`src/rtl/fcsd_pkg.sv`:
```
package fcsd_pkg;

  typedef enum logic [2:0] {
    OP_NONE       = 3'd0,
    OP_ERASE_LOG  = 3'd1,
    OP_ERASE_PHYS = 3'd2,
    OP_ENTER_PAGE = 3'd3,
    OP_LOAD_WORD  = 3'd4,
    OP_PROGRAM    = 3'd5,
    OP_CLEAR      = 3'd6
  } op_e;

  localparam logic [15:0] ADR_KEY_A = 16'h5554;
  localparam logic [15:0] ADR_KEY_B = 16'hAAA8;
  localparam logic [15:0] ADR_LOAD  = 16'h55F0;

  localparam logic [7:0] D_KEY1     = 8'hAA;
  localparam logic [7:0] D_KEY2     = 8'h55;
  localparam logic [7:0] D_ERASE    = 8'h80;
  localparam logic [7:0] D_PROG     = 8'hA0;
  localparam logic [7:0] D_SEC_LOG  = 8'h30;
  localparam logic [7:0] D_SEC_PHYS = 8'h40;
  localparam logic [7:0] D_PAGE     = 8'h50;
  localparam logic [7:0] D_CLEAR    = 8'hF5;

  function automatic logic op_takes_time(op_e op);
    return (op == OP_ERASE_LOG) || (op == OP_ERASE_PHYS) ||
           (op == OP_PROGRAM)   || (op == OP_CLEAR);
  endfunction

endpackage

```
`src/rtl/fcsd_seq_match.sv`:
```
module fcsd_seq_match
  import fcsd_pkg::*;
#(
  parameter int ADDR_W = 16
) (
  input  logic              clk,
  input  logic              rst_n,
  input  logic              wr_en,
  input  logic [ADDR_W-1:0] wr_addr,
  input  logic [7:0]        wr_byte,
  input  logic              hold,
  output logic              fire,
  output op_e               fire_op,
  output logic              req_valid,
  output op_e               req_op,
  output logic [ADDR_W-1:0] req_addr
);

  typedef enum logic [2:0] {
    S_IDLE, S_U1, S_U2, S_E3, S_E4, S_E5, S_P3
  } st_e;

  st_e state_q, state_d;
  logic accept, at_a, at_b, at_load;

  assign accept  = wr_en && !hold;
  assign at_a    = (wr_addr == ADDR_W'(ADR_KEY_A));
  assign at_b    = (wr_addr == ADDR_W'(ADR_KEY_B));
  assign at_load = (wr_addr == ADDR_W'(ADR_LOAD));

  always_comb begin
    state_d = state_q;
    fire    = 1'b0;
    fire_op = OP_NONE;
    if (accept) begin
      if (at_load) begin
        fire    = 1'b1;
        fire_op = OP_LOAD_WORD;
      end else begin
        case (state_q)
          S_IDLE: begin
            if (at_a && wr_byte == D_KEY1) begin
              state_d = S_U1;
            end else if (at_a && wr_byte == D_PAGE) begin
              fire    = 1'b1;
              fire_op = OP_ENTER_PAGE;
            end else if (at_a && wr_byte == D_CLEAR) begin
              fire    = 1'b1;
              fire_op = OP_CLEAR;
            end
          end
          S_U1: state_d = (at_b && wr_byte == D_KEY2) ? S_U2 : S_IDLE;
          S_U2: begin
            if (at_a && wr_byte == D_ERASE)     state_d = S_E3;
            else if (at_a && wr_byte == D_PROG) state_d = S_P3;
            else                                state_d = S_IDLE;
          end
          S_E3: state_d = (at_a && wr_byte == D_KEY1) ? S_E4 : S_IDLE;
          S_E4: state_d = (at_b && wr_byte == D_KEY2) ? S_E5 : S_IDLE;
          S_E5: begin
            state_d = S_IDLE;
            if (wr_byte == D_SEC_LOG) begin
              fire    = 1'b1;
              fire_op = OP_ERASE_LOG;
            end else if (wr_byte == D_SEC_PHYS) begin
              fire    = 1'b1;
              fire_op = OP_ERASE_PHYS;
            end
          end
          S_P3: begin
            state_d = S_IDLE;
            if (wr_byte == D_KEY1) begin
              fire    = 1'b1;
              fire_op = OP_PROGRAM;
            end
          end
          default: state_d = S_IDLE;
        endcase
      end
    end
  end

  always_ff @(posedge clk or negedge rst_n) begin
    if (!rst_n) begin
      state_q   <= S_IDLE;
      req_valid <= 1'b0;
      req_op    <= OP_NONE;
      req_addr  <= '0;
    end else begin
      state_q   <= state_d;
      req_valid <= fire;
      if (fire) begin
        req_op   <= fire_op;
        req_addr <= wr_addr;
      end
    end
  end

  assert_hold_blocks_R11: assert property (@(posedge clk) disable iff (!rst_n)
    (wr_en && hold) |=> !req_valid);

  assert_erase_path_R2: assert property (@(posedge clk) disable iff (!rst_n)
    (req_valid && (req_op == OP_ERASE_LOG || req_op == OP_ERASE_PHYS))
      |-> $past(state_q) == S_E5);

  assert_prog_path_R4: assert property (@(posedge clk) disable iff (!rst_n)
    (req_valid && req_op == OP_PROGRAM) |-> $past(state_q) == S_P3);

  assert_load_keeps_state_R8: assert property (@(posedge clk) disable iff (!rst_n)
    (wr_en && !hold && at_load) |=> $stable(state_q));

endmodule

```
`src/rtl/fcsd_page_buf.sv`:
```
module fcsd_page_buf #(
  parameter int DATA_W = 32,
  parameter int WORDS  = 64,
  parameter int PTR_W  = 6
) (
  input  logic              clk,
  input  logic              rst_n,
  input  logic              clr_ptr,
  input  logic              load,
  input  logic [DATA_W-1:0] load_data,
  input  logic [PTR_W-1:0]  rd_idx,
  output logic [PTR_W-1:0]  ptr,
  output logic [DATA_W-1:0] rd_word
);

  logic [DATA_W-1:0] mem [WORDS];
  logic [PTR_W-1:0]  ptr_q, ptr_d;

  always_comb begin
    ptr_d = ptr_q;
    if (clr_ptr) begin
      ptr_d = '0;
    end else if (load) begin
      ptr_d = (ptr_q == PTR_W'(WORDS - 1)) ? '0 : ptr_q + 1'b1;
    end
  end

  always_ff @(posedge clk or negedge rst_n) begin
    if (!rst_n) ptr_q <= '0;
    else        ptr_q <= ptr_d;
  end

  always_ff @(posedge clk) begin
    if (load) mem[ptr_q] <= load_data;
  end

  assign ptr     = ptr_q;
  assign rd_word = mem[rd_idx];

  assert_ptr_clear_R5: assert property (@(posedge clk) disable iff (!rst_n)
    clr_ptr |=> ptr_q == '0);

  assert_ptr_moves_R7: assert property (@(posedge clk) disable iff (!rst_n)
    (load && !clr_ptr) |=> ptr_q != $past(ptr_q));

  assert_word_stored_R7: assert property (@(posedge clk) disable iff (!rst_n)
    load |=> mem[$past(ptr_q)] == $past(load_data));

endmodule

```
`src/rtl/fcsd_busy_ctl.sv`:
```
module fcsd_busy_ctl
  import fcsd_pkg::*;
#(
  parameter int LAT_ERASE = 8,
  parameter int LAT_PROG  = 5,
  parameter int LAT_CLR   = 2
) (
  input  logic clk,
  input  logic rst_n,
  input  logic fire,
  input  op_e  fire_op,
  output logic busy
);

  localparam int LAT_M1  = (LAT_ERASE > LAT_PROG) ? LAT_ERASE : LAT_PROG;
  localparam int LAT_MAX = (LAT_M1 > LAT_CLR) ? LAT_M1 : LAT_CLR;
  localparam int CNT_W   = $clog2(LAT_MAX + 1);

  logic             busy_q, busy_d;
  logic [CNT_W-1:0] cnt_q, cnt_d;
  logic [CNT_W-1:0] load_val;

  always_comb begin
    case (fire_op)
      OP_ERASE_LOG, OP_ERASE_PHYS: load_val = CNT_W'(LAT_ERASE - 1);
      OP_PROGRAM:                  load_val = CNT_W'(LAT_PROG - 1);
      default:                     load_val = CNT_W'(LAT_CLR - 1);
    endcase
  end

  always_comb begin
    busy_d = busy_q;
    cnt_d  = cnt_q;
    if (fire && op_takes_time(fire_op)) begin
      busy_d = 1'b1;
      cnt_d  = load_val;
    end else if (busy_q) begin
      if (cnt_q == '0) busy_d = 1'b0;
      else             cnt_d  = cnt_q - 1'b1;
    end
  end

  always_ff @(posedge clk or negedge rst_n) begin
    if (!rst_n) begin
      busy_q <= 1'b0;
      cnt_q  <= '0;
    end else begin
      busy_q <= busy_d;
      cnt_q  <= cnt_d;
    end
  end

  assign busy = busy_q;

  assert_busy_cause_R10: assert property (@(posedge clk) disable iff (!rst_n)
    $rose(busy_q) |-> ($past(fire) && op_takes_time($past(fire_op))));

  assert_busy_done_R10: assert property (@(posedge clk) disable iff (!rst_n)
    $fell(busy_q) |-> $past(cnt_q) == '0);

endmodule

```
`src/rtl/flash_cmd_seq_dec.sv`:
```
module flash_cmd_seq_dec
  import fcsd_pkg::*;
#(
  parameter int ADDR_W     = 16,
  parameter int DATA_W     = 32,
  parameter int PAGE_BYTES = 256,
  parameter int LAT_ERASE  = 8,
  parameter int LAT_PROG   = 5,
  parameter int LAT_CLR    = 2
) (
  input  logic              clk,
  input  logic              rst_n,
  input  logic              wr_en,
  input  logic [ADDR_W-1:0] wr_addr,
  input  logic [DATA_W-1:0] wr_data,
  input  logic [$clog2(PAGE_BYTES/(DATA_W/8))-1:0] rd_idx,
  output logic              req_valid,
  output logic [2:0]        req_op,
  output logic [ADDR_W-1:0] req_addr,
  output logic              busy,
  output logic [$clog2(PAGE_BYTES/(DATA_W/8))-1:0] page_ptr,
  output logic [DATA_W-1:0] rd_word
);

  localparam int WORDS = PAGE_BYTES / (DATA_W / 8);
  localparam int PTR_W = $clog2(WORDS);

  logic fire;
  op_e  fire_op;
  op_e  req_op_e;
  logic busy_w;

  fcsd_seq_match #(.ADDR_W(ADDR_W)) u_match (
    .clk       (clk),
    .rst_n     (rst_n),
    .wr_en     (wr_en),
    .wr_addr   (wr_addr),
    .wr_byte   (wr_data[7:0]),
    .hold      (busy_w),
    .fire      (fire),
    .fire_op   (fire_op),
    .req_valid (req_valid),
    .req_op    (req_op_e),
    .req_addr  (req_addr)
  );

  fcsd_page_buf #(.DATA_W(DATA_W), .WORDS(WORDS), .PTR_W(PTR_W)) u_buf (
    .clk       (clk),
    .rst_n     (rst_n),
    .clr_ptr   (fire && fire_op == OP_ENTER_PAGE),
    .load      (fire && fire_op == OP_LOAD_WORD),
    .load_data (wr_data),
    .rd_idx    (rd_idx),
    .ptr       (page_ptr),
    .rd_word   (rd_word)
  );

  fcsd_busy_ctl #(.LAT_ERASE(LAT_ERASE), .LAT_PROG(LAT_PROG), .LAT_CLR(LAT_CLR)) u_busy (
    .clk     (clk),
    .rst_n   (rst_n),
    .fire    (fire),
    .fire_op (fire_op),
    .busy    (busy_w)
  );

  assign busy   = busy_w;
  assign req_op = req_op_e;

  assert_load_no_busy_R7: assert property (@(posedge clk) disable iff (!rst_n)
    (req_valid && req_op_e == OP_LOAD_WORD) |-> !busy_w);

  assert_timed_req_busy_R10: assert property (@(posedge clk) disable iff (!rst_n)
    (req_valid && op_takes_time(req_op_e)) |-> busy_w);

endmodule

```
`config.mk`:
```
export PLATFORM = sky130hd
export DESIGN_NAME = flash_cmd_seq_dec
export DESIGN_NICKNAME = d
export VERILOG_FILES = /design/src/rtl/fcsd_pkg.sv /design/src/rtl/fcsd_seq_match.sv /design/src/rtl/fcsd_page_buf.sv /design/src/rtl/fcsd_busy_ctl.sv /design/src/rtl/flash_cmd_seq_dec.sv
export SDC_FILE = /design/constraint.sdc
export NUM_CORES = 2
export LEC_CHECK = 0
export ABC_AREA = 1
export BUFFER_PORTS_ARGS = -buffer_cell sky130_fd_sc_hd__buf_4
export CELL_PAD_IN_SITES_DETAIL_PLACEMENT = 1
export CELL_PAD_IN_SITES_GLOBAL_PLACEMENT = 2
export CORE_ASPECT_RATIO = 1.1
export CORE_MARGIN = 3
export CORE_UTILIZATION = 47
export CTS_BUF_LIST = sky130_fd_sc_hd__clkbuf_2 sky130_fd_sc_hd__clkbuf_4 sky130_fd_sc_hd__clkbuf_8
export DETAILED_ROUTE_END_ITERATION = 10
export PLACE_DENSITY = 0.81
export SLEW_MARGIN = 20
export SYNTH_ARGS = -nofsm -noshare
export SYNTH_HDL_FRONTEND = slang
export SYNTH_SLANG_ARGS = --single-unit
```
`constraint.sdc`:
```
create_clock -name clk -period 6.7 [get_ports clk]
set_clock_uncertainty 0.2 [all_clocks]
set_input_delay 1.34 -clock clk [delete_from_list [all_inputs] [get_ports clk]]
set_output_delay 1.34 -clock clk [all_outputs]
set_load 0.005 [all_outputs]
```
==> flow_metrics.env <==
export IMPL_p_leak_nw=30.4
export IMPL_hold_path_end="u_match.req_addr[1]"
export IMPL_cts_buffer_depth=4
export IMPL_final_hold_violation_count=0
export IMPL_worst_hold_slack_ns=0.286
export IMPL_root_buffer="clkbuf_8"
export IMPL_drt_total_wl_microns=280000
export IMPL_ir_worst_vdd_v=0.000174
export IMPL_tritoncts_num_sinks=2082
export IMPL_place_ws_ns=0.406
export IMPL_gp_congestion=0.817
export IMPL_power_frac_clock_pct=39.7
export IMPL_die_w_microns=405
export IMPL_place_hpwl_microns=160000
export IMPL_setup_viol=0
export IMPL_seq_area_frac_synth_pct=75.8
export IMPL_setup_ws_ns=0.217
export IMPL_cts_hold_buffers=1
export IMPL_synth_area_sq_um=82300
export IMPL_finalSetupTns_ns=0
export IMPL_ys_ff_latch=2082
export IMPL_core_rowCount=160
export IMPL_hold_path_class="flop to flop"
export IMPL_dieArea_sq_um=180000
export IMPL_crit_path_end_kind="output pin"
export IMPL_cp_arrival_ns=4.94
export IMPL_p_comb_share_pct=6.3
export IMPL_max_cap_viol_count=0
export IMPL_antenna_found_initial=16
export IMPL_drtIter0Drc=6617
export IMPL_core_area_sq_um=173000
export IMPL_post_cts_setup_buffers=0
export IMPL_reg2reg_to="u_buf.mem[1][7]"
export IMPL_required_ns=5.16
export IMPL_grt_pass1_vias=59200
export IMPL_slew_viol_final=0
export IMPL_fmax_mhz=154
export IMPL_drtAntennaViolNets=0
export IMPL_maxSlewHeadroom_pct=21.6
export IMPL_cts_tree="built"
export IMPL_drt_first_pass_iters=5
export IMPL_pwr_share_seq_pct=54.0
export IMPL_track_usage_pct=30.8
export IMPL_power_density_nw_per_um2=284
export IMPL_synth_cells=6380
export IMPL_cts_resized=0
export IMPL_syn_to_final_growth_pct=13.2
export IMPL_status="completed"
export IMPL_yosys_warnings=0
export IMPL_worstHoldPathCells=2
export IMPL_rrSetupSlack_ns=2.70
export IMPL_grt_first_pass_wirelength_microns=405000
export IMPL_final_min_clock_period_ns=6.48
export IMPL_cts_buffers=352
export IMPL_vias=57500
export IMPL_die_y_microns=445
export IMPL_yosysUniqueCellTypes=35
export IMPL_clk_latency_ns=1.04
export IMPL_grt_max_degree=152
export IMPL_critPathKind="primary input to output pin"
export IMPL_syn_avg_cell_area_sq_um=12.9
export IMPL_drive_above_1_share_pct=13.5
export IMPL_swShare_pct=23.7
export IMPL_rsz0062_at_grt="false"
export IMPL_drc=0
export IMPL_via_per_inst=6.28
export IMPL_grt_overflow_total=0
export IMPL_dpl_cell_area_sq_um=87000
export IMPL_cts_max_level=5
export IMPL_post_drt_wl_per_cell_microns=30.6
export IMPL_met1_usage_pct=41.6
export IMPL_cp_start_kind="primary input"
export IMPL_cp_max_fo=151
export IMPL_use_met3_pct=5.15
export IMPL_grt_busiest_layer="met2"
export IMPL_use_met2_pct=50.6
export IMPL_tightest_slew_ns=1.17
export IMPL_port_buffers=115
export IMPL_p_int_w=0.0202
export IMPL_syn_num_nets=6440
export IMPL_fin_crit_sh_pct=96.8
export IMPL_fin_nets=6716
export IMPL_design_area_sq_um=93200
export IMPL_start_util_pct=47.5
export IMPL_clkTransAtPathRegs_ns=0.06
export IMPL_rr_startpoint="u_busy.busy"
export IMPL_hp_start="u_match.req_addr[1]"
export IMPL_r2r_cells=7
export IMPL_power_switching_w=0.00629
export IMPL_boundaryPins=116
==> state kept, by name, summed over array words and instances (netlist names) <==
register	count
u_buf.mem	2048
u_match.req_addr	16
u_buf.ptr	6
u_busy.cnt_q	4
u_match.req_op	3
u_match.state_q	3
u_busy.busy	1
u_match.req_valid	1
==> cell families after synthesis <==
kind of cell | after synthesis | synth area share, %
buffers and inverters | 522 | 2.81
xor gates and xnor gates | 2 | 0.0213
DFF | 2082 | 75.8
AOI/OAI and AO/OA | 1935 | 12.7
adders and majority gates | 3 | 0.0456
and+or+nand+nor | 1836 | 8.65
==> layout make-up <==
type,count,area [sq um]
fill,17200,80200
sequential,2082,62300
multi-input combinational,3776,18100
clock buffer,445,5590
timing repair buffer,371,3360
tap,2268,2840
clock inverter,135,617
inverter,73,322
antenna,5,12.5
==> cells in the mapped netlist (all sizes together) <==
cell,number,area share [%]
xor2,2,0.021
ha,3,0.046
o21ai,1298,7.9
o31ai,1,0.0091
clkinv,1,0.0061
nand3b,1,0.0091
nand2,349,1.6
inv,72,0.33
nor4,4,0.030
o211ai,5,0.046
buf,180,1.2
o22ai,606,4.6
or2,2,0.015
a21oi,21,0.13
and3,2,0.015
clkbuf,269,1.2
nor2,1342,6.1
a31oi,4,0.030
nor3,19,0.12
edfxtp,2048,75
dfrtp,34,1.0
nand3,106,0.64
nand4,11,0.084
==> worst max path at each step <==
stage / slack [ns] / startpoint / endpoint
floorplan: 0.83 / wr_addr[1] / u_buf.mem[31][0]
finish: 0.22 / rd_idx[0] / rd_word[9]
detailed placement: 0.41 / rd_idx[0] / rd_word[9]
global placement: 0.56 / rd_idx[0] / rd_word[9]
global route: 0.22 / rd_idx[0] / rd_word[9]
CTS: 0.38 / rd_idx[0] / rd_word[9]
==> power by group through the flow <==
stage	clock network [W]	logic, W	registers [W]
floorplan	0	0.000828	0.0146
global route	0.0113	0.00181	0.0143
detailed placement	0	0.00165	0.0146
global placement	0	0.00160	0.0146
CTS	0.0107	0.00166	0.0143
finish	0.0105	0.00168	0.0143
==> stage by stage <==
step,total power (W),cells,utilization [%]
after floorplan,0.0154,6380,-
after global placement,0.0162,8568,50.2
after detailed placement,0.0162,8569,50.2
after CTS,0.0266,9150,53.8
after global routing,0.0274,9152,53.8
final,0.0265,9155,53.8
==> metal layers <==
layer | vias to the layer above | routed length [microns]
li1 | 24200 | -
met2 | 2828 | 135000
met4 | 4 | 10100
met3 | 560 | 24200
met5 | - | 21
met1 | 29900 | 111000
==> worst max-delay path: stages <==
cell      delay (ns)
buf_8           0.43
inv_16          0.34
buf_12          0.33
buf_4           0.21
buf_4           0.20
o21ai_0         0.22
o22ai_1         0.11
or2_1           0.24
o211ai_1        0.11
o21ai_1         0.14
o21ai_1         0.55
o21ai_1         0.19
buf_4           0.18
buf_4           0.13
==> layout by cell type, fill, tap and decap left out, types with 3 or more instances in the layout <==
cell	n
inv_1	66
o21ai_0	1235
ha_1	3
nand3_1	106
nand2_1	346
clkinv_1	98
a31oi_1	4
nor2_1	1281
o211ai_1	5
nor3_1	15
nand4_1	11
diode_2	5
clkinvlp_4	3
edfxtp_1	2048
o21ai_1	63
buf_12	42
clkinv_2	31
nor4_1	3
buf_4	323
o22ai_1	606
clkbuf_4	86
nor2_4	59
nor3_2	4
a21oi_1	20
clkbuf_8	359
dfrtp_1	34
buf_8	3
Power figures use the tool's default switching activity.
